### src/rtl/cwa_pkg.sv
package cwa_pkg;
   typedef enum logic {PH_A = 1'b0, PH_B = 1'b1} phase_t;

   // width of the bit-time counter since the last strobe; it must hold
   // the longest stretched interval (under three characters) plus headroom
   function automatic int since_width(input int char_w);
      return $clog2(3 * char_w + 1) + 1;
   endfunction
endpackage

### src/rtl/cwa_shift_hist.sv
module cwa_shift_hist #(
   parameter int W = 10
) (
   input  logic         clk,
   input  logic         rst,
   input  logic         shift_en,
   input  logic         din,
   output logic [W-1:0] hist_nx
);
   logic [W-1:0] hist_q;

   // newest bit enters at the top, so bit 0 is always the oldest
   assign hist_nx = {din, hist_q[W-1:1]};

   always_ff @(posedge clk) begin
      if (rst)           hist_q <= '0;
      else if (shift_en) hist_q <= hist_nx;
   end
endmodule

### src/rtl/cwa_pattern_match.sv
module cwa_pattern_match #(
   parameter int           W   = 7,
   parameter logic [W-1:0] PAT = '0
) (
   input  logic [W-1:0] win,
   output logic         hit
);
   logic [W-1:0] eq;

   for (genvar i = 0; i < W; i++) begin : g_bit
      assign eq[i] = (win[i] == PAT[i]);
   end

   assign hit = &eq;
endmodule

### src/rtl/cwa_phase_ctrl.sv
module cwa_phase_ctrl
   import cwa_pkg::*;
#(
   parameter int CHAR_W  = 10,
   parameter int COMMA_W = 7,
   parameter int SINCE_W = 6
) (
   input  logic   clk,
   input  logic   rst,
   input  logic   bit_en,
   input  logic   align_en,
   input  logic   tail_hit,
   output logic   emit,
   output phase_t emit_phase
);
   localparam int CNT_W = $clog2(CHAR_W);
   localparam logic [CNT_W-1:0]   LAST_BIT   = CNT_W'(CHAR_W - 1);
   localparam logic [CNT_W-1:0]   TAIL_POS   = CNT_W'(COMMA_W - 1);
   localparam logic [CNT_W-1:0]   RESTART    = CNT_W'(COMMA_W);
   localparam logic [SINCE_W-1:0] MIN_GAP    = SINCE_W'(CHAR_W);
   localparam logic [SINCE_W-1:0] SINCE_MAX  = '1;

   logic [CNT_W-1:0]   cnt_q;
   logic [SINCE_W-1:0] since_q, since_inc;
   phase_t             cur_q, last_q;
   logic               aligned_here, realign, complete;

   assign since_inc    = (since_q == SINCE_MAX) ? since_q : since_q + 1'b1;
   assign aligned_here = (cur_q == PH_B) && (cnt_q == TAIL_POS);
   assign realign      = bit_en && align_en && tail_hit && !aligned_here;
   assign complete     = bit_en && !realign && (cnt_q == LAST_BIT);
   // a strobe goes out only in turn and never early; otherwise it is
   // dropped, which stretches the interval up to the next strobe
   assign emit         = complete && (cur_q != last_q) && (since_inc >= MIN_GAP);
   assign emit_phase   = cur_q;

   always_ff @(posedge clk) begin
      if (rst) begin
         cnt_q   <= '0;
         since_q <= '0;
         cur_q   <= PH_A;
         last_q  <= PH_B;
      end else if (bit_en) begin
         if (realign) begin
            // the comma began COMMA_W bits ago: restart a phase-B character there
            cnt_q   <= RESTART;
            cur_q   <= PH_B;
            since_q <= since_inc;
         end else if (complete) begin
            cnt_q   <= '0;
            cur_q   <= (cur_q == PH_A) ? PH_B : PH_A;
            since_q <= emit ? '0 : since_inc;
            if (emit) last_q <= cur_q;
         end else begin
            cnt_q   <= cnt_q + 1'b1;
            since_q <= since_inc;
         end
      end
   end
endmodule

### src/rtl/comma_word_aligner.sv
module comma_word_aligner
   import cwa_pkg::*;
#(
   parameter int                 CHAR_W    = 10,
   parameter int                 COMMA_W   = 7,
   parameter logic [COMMA_W-1:0] COMMA_PAT = 7'b1111100
) (
   input  logic              clk,
   input  logic              rst,
   input  logic              bit_en,
   input  logic              bit_in,
   input  logic              align_en,
   output logic [CHAR_W-1:0] char_out,
   output logic              strobe_a,
   output logic              strobe_b,
   output logic              comma_flag
);
   localparam int SINCE_W = since_width(CHAR_W);

   if (COMMA_W < 2 || COMMA_W >= CHAR_W) begin : g_bad_comma
      $error("comma width must be at least 2 and below the character width");
   end
   if (CHAR_W < 4) begin : g_bad_char
      $error("character width too small");
   end

   logic [CHAR_W-1:0] hist_nx;
   logic              tail_hit, head_hit, emit, flag_q;
   phase_t            emit_phase;

   cwa_shift_hist #(.W(CHAR_W)) u_hist (
      .clk      (clk),
      .rst      (rst),
      .shift_en (bit_en),
      .din      (bit_in),
      .hist_nx  (hist_nx)
   );

   // newest COMMA_W bits: a comma just finished arriving at any offset
   cwa_pattern_match #(.W(COMMA_W), .PAT(COMMA_PAT)) u_tail (
      .win (hist_nx[CHAR_W-1 -: COMMA_W]),
      .hit (tail_hit)
   );

   // oldest COMMA_W bits of the character being completed
   cwa_pattern_match #(.W(COMMA_W), .PAT(COMMA_PAT)) u_head (
      .win (hist_nx[COMMA_W-1:0]),
      .hit (head_hit)
   );

   cwa_phase_ctrl #(.CHAR_W(CHAR_W), .COMMA_W(COMMA_W), .SINCE_W(SINCE_W)) u_ctrl (
      .clk        (clk),
      .rst        (rst),
      .bit_en     (bit_en),
      .align_en   (align_en),
      .tail_hit   (tail_hit),
      .emit       (emit),
      .emit_phase (emit_phase)
   );

   always_ff @(posedge clk) begin
      if (rst) begin
         char_out <= '0;
         strobe_a <= 1'b0;
         strobe_b <= 1'b0;
         flag_q   <= 1'b0;
      end else begin
         strobe_a <= emit && (emit_phase == PH_A);
         strobe_b <= emit && (emit_phase == PH_B);
         if (emit) begin
            char_out <= hist_nx;
            flag_q   <= align_en && (emit_phase == PH_B) && head_hit;
         end
      end
   end

   assign comma_flag = flag_q && align_en;
endmodule

### config.mk
export PLATFORM = sky130hd
export DESIGN_NAME = comma_word_aligner
export DESIGN_NICKNAME = d
export VERILOG_FILES = /design/src/rtl/cwa_pkg.sv /design/src/rtl/cwa_shift_hist.sv /design/src/rtl/cwa_pattern_match.sv /design/src/rtl/cwa_phase_ctrl.sv /design/src/rtl/comma_word_aligner.sv
export SDC_FILE = /design/constraint.sdc
export NUM_CORES = 1
export LEC_CHECK = 0
export BUFFER_PORTS_ARGS = -buffer_cell sky130_fd_sc_hd__buf_2
export CAP_MARGIN = 10
export CORE_ASPECT_RATIO = 1.25
export CORE_UTILIZATION = 55
export DETAILED_ROUTE_END_ITERATION = 10
export HOLD_SLACK_MARGIN = 0.1
export PLACE_DENSITY = 0.76
export SYNTH_ARGS = -nofsm -noshare
export SYNTH_HDL_FRONTEND = slang
export SYNTH_SLANG_ARGS = --single-unit
### constraint.sdc
create_clock -name clk -period 4 [get_ports clk]
set_input_delay 0.4 -clock clk [delete_from_list [all_inputs] [get_ports clk]]
set_output_delay 0.4 -clock clk [all_outputs]
set_load 0.1 [all_outputs]
==> flow_metrics.tcl <==
set metrics [dict create \
    grt_pass1_wl_um 5090 \
    fmax_mhz 398 \
    rsz0062_at_grt "false" \
    syn_to_final_growth_pct 7.73 \
    crit_chain "ha_1 -> and4bb_1 -> a311o_1 -> a22oi_2 -> nor2b_2 -> mux2i_1" \
    cp.arrival_ns 2.77 \
    worst-path-buf-inv 0 \
    die_y_um 62.7 \
    drive_gt1_share_pct 16.7 \
    p_leak_nw 0.672 \
    post-dp-hpwl_um 2030 \
    period_minus_slack_ns 2.51 \
    yosysMostFrequentCell "dfxtp_1" \
    internal-power_mw 0.445 \
    wl_per_cell_um 13.4 \
    multiInputGateArea_sq_um 853 \
    synth.area.top_cells "dfxtp_1, mux2i_1, nand2b_1" \
    yosysSeqAreaShare_pct 42.0 \
    slowest_stage "nor2b_2" \
    period_share_pct 62.7 \
    path_class "flip-flop to flip-flop" \
    core_sq_um 2730 \
    worstSetupEndpointType "flip-flop" \
    power_frac_comb_pct 6.6 \
    cts_resized 0 \
    first_pass_iters 3 \
    p_sw_mw 0.139 \
    seqPwrFrac_pct 59.9 \
    ys.flop_type "dfxtp_1" \
    wl_met1_um 1330 \
    yosys_warnings 0 \
    cts.clk_slew.worst_paths_ns 0.10 \
    crit_family "simple AND/OR/NAND/NOR gates" \
    synth_common_cells "dfxtp_1, mux2i_1, nand2_1, nor2_1, nand2b_1" \
    die_area_sq_um 3170 \
    grt-ovfl-total 0 \
    cap_viol_max_count 0 \
    pwr-share-clk_pct 33.5 \
    swShare_pct 23.8 \
    ir_worst_vdd_v 0.000351 \
    cts_setup_buffers 0 \
    worst_slew_pin_slew_ns 0.902 \
    powerDensity_nw_per_um2 334 \
    relSlewSlack_pct 39.6 \
    pin_count 18 \
    antenna_left 0 \
    vias 1228 \
    clockRootBuffer "clkbuf_4" \
    wl_met3_um 106 \
    wirelength_um 2950 \
    insertion_delay_ns 0.34 \
    cts_tree "yes" \
    clk_path_buf_depth 2 \
    async_flop_share_pct 0 \
    fin_hold_ws_ns 0.329 \
    finClkSkew_ns 0.0123 \
    cts_buffers 5 \
    setup_tns_ns 0 \
    route.met2.wl_um 1470 \
    hold_violations 0 \
    setup_viol 0 \
    maxUsedRoutingLayer "met4" \
    yosys.area.top_type "dfxtp_1" \
    synthCells 171 \
    cp.required_ns 4.26 \
    ys_seq_elements 34 \
    hold_buffers 0 \
    final_max_slew_viol_count 0 \
    port_buffers 17 \
    start_kind "flip-flop" \
    grt_pass1_vias 1140 \
    grt_max_degree 37 \
    synth_nets 180 \
    fill_cells 251 \
    synth_edf_count 0 \
    synth_area_sq_um 1620 \
    num_antenna_cells 0 \
    drcViolationCount 0 \
    placementRows 21 \
    initial_core_util_pct 59.2 \
    dieWidth_um 50.5 \
    grtUsageTotal_pct 21.3 \
    gp_congestion 0.730 \
    synth_top_area_share_pct 42.0 \
    clock_sinks 34 \
    seq_area_sq_um 681 \
    yosysUniqueCellTypes 42 \
    drt_iter0_drc 16 \
    cts.htree.levels 2 \
    via_per_inst 5.58 \
    antenna_found_initial 0 \
    status "complete, no violations" \
    cp_max_fo 15 \
    hold_path.class "input pin to flip-flop" \
    synth_area_per_cell_sq_um 9.47 \
    slowest_delay_ns 0.77 \
    fin_util_pct 63.8 \
    final_nets 194 \
]
==> path summary, 6_finish.rpt <==
| check | start | endpoint | slack (ns) | depth (start not counted) |
|---|---|---|---|---|
| setup / recovery | u_ctrl.since_q[0] | char_out[0] | 1.49 | 6 |
| hold reg to reg | char_out[1] | char_out[1] | 0.47 | 2 |
| hold / removal | bit_in | char_out[9] | 0.33 | 3 |
| setup reg to reg | u_ctrl.since_q[0] | char_out[0] | 1.49 | 6 |
==> cell type report <==
type	count	area share [%]
clock inverters	1	0.287
multi-input cells	121	48.9
flip-flops and latches	34	39.0
clock buffers	7	3.16
well taps	34	2.44
repair buffers	17	4.88
inverters	6	1.29
==> through the flow <==
| step | std cells | cell area, sq um | setup slack (ns) | total power, mW |
|---|---|---|---|---|
| finish | 220 | 1740 | 1.49 | 0.583 |
| global route | 220 | 1740 | 1.30 | 0.610 |
| CTS | 220 | 1740 | 1.48 | 0.590 |
| detailed placement | 212 | 1680 | 1.49 | 0.395 |
| global placement | 212 | 1680 | 1.63 | 0.393 |
| floorplan | 171 | 1620 | 2.06 | 0.387 |
==> cell usage in the layout, fill, tap and decap left out, types with 2 or more instances in the layout <==
cell type   n
a2111oi_0   2
a21oi_1     5
and2_1      2
and2b_1     2
and3_1      3
buf_2      17
clkbuf_4    5
dfxtp_1    34
ha_1        4
inv_1       6
mux2i_1    19
nand2_1    15
nand2b_1   11
nand3_1     2
nand4_1     5
nor2_1     15
nor3_1      5
nor3b_1     2
nor4b_1     2
o21ai_0     4
o22ai_1     3
xor2_1      3
==> power by group through the flow <==
stage	logic, mW	registers [mW]	clock network [mW]
2_1_floorplan	0.0317	0.356	0
3_3_place_gp	0.0364	0.357	0
3_5_place_dp	0.0381	0.357	0
4_1_cts	0.0383	0.349	0.202
5_1_grt	0.0434	0.351	0.216
6_report	0.0383	0.350	0.195
==> routing by layer <==
layer | vias up | GRT usage (%)
li1 | 629 | -
met1 | 579 | 25.6
met2 | 15 | 34.3
met3 | 5 | 8.76
met4 | 0 | 6.25
met5 | - | 0
==> registers in the layout, indices dropped and copies added (netlist names) <==
signal / count
strobe_a: 1
strobe_b: 1
char_out: 10
u_ctrl.last_q: 1
flag_q: 1
u_ctrl.cnt_q: 4
u_hist.hist_q: 9
u_ctrl.since_q: 6
u_ctrl.emit_phase: 1
==> worst reg2reg max path, delay by kind of cell (launching register included) <==
family                   cells  cell delay (ns)
AND/OR/NAND/NOR              2             0.99
adder cells (fa/ha/maj)      1             0.33
AO/OA/AOI/OAI                2             0.49
multiplexers                 1             0.27
flip-flops                   1             0.35
==> kinds of logic (layout without fill, tap and decap cells) <==
family	after synthesis	after routing	synth area share, %
compound gates	21	21	9.43
xor+xnor	3	3	1.62
fa+ha+maj	4	4	3.09
buf+inv	16	31	5.25
flops	34	34	42.0
mux	20	20	12.4
simple gates	73	73	26.1
Note: power is estimated with default switching activity, not from simulation.
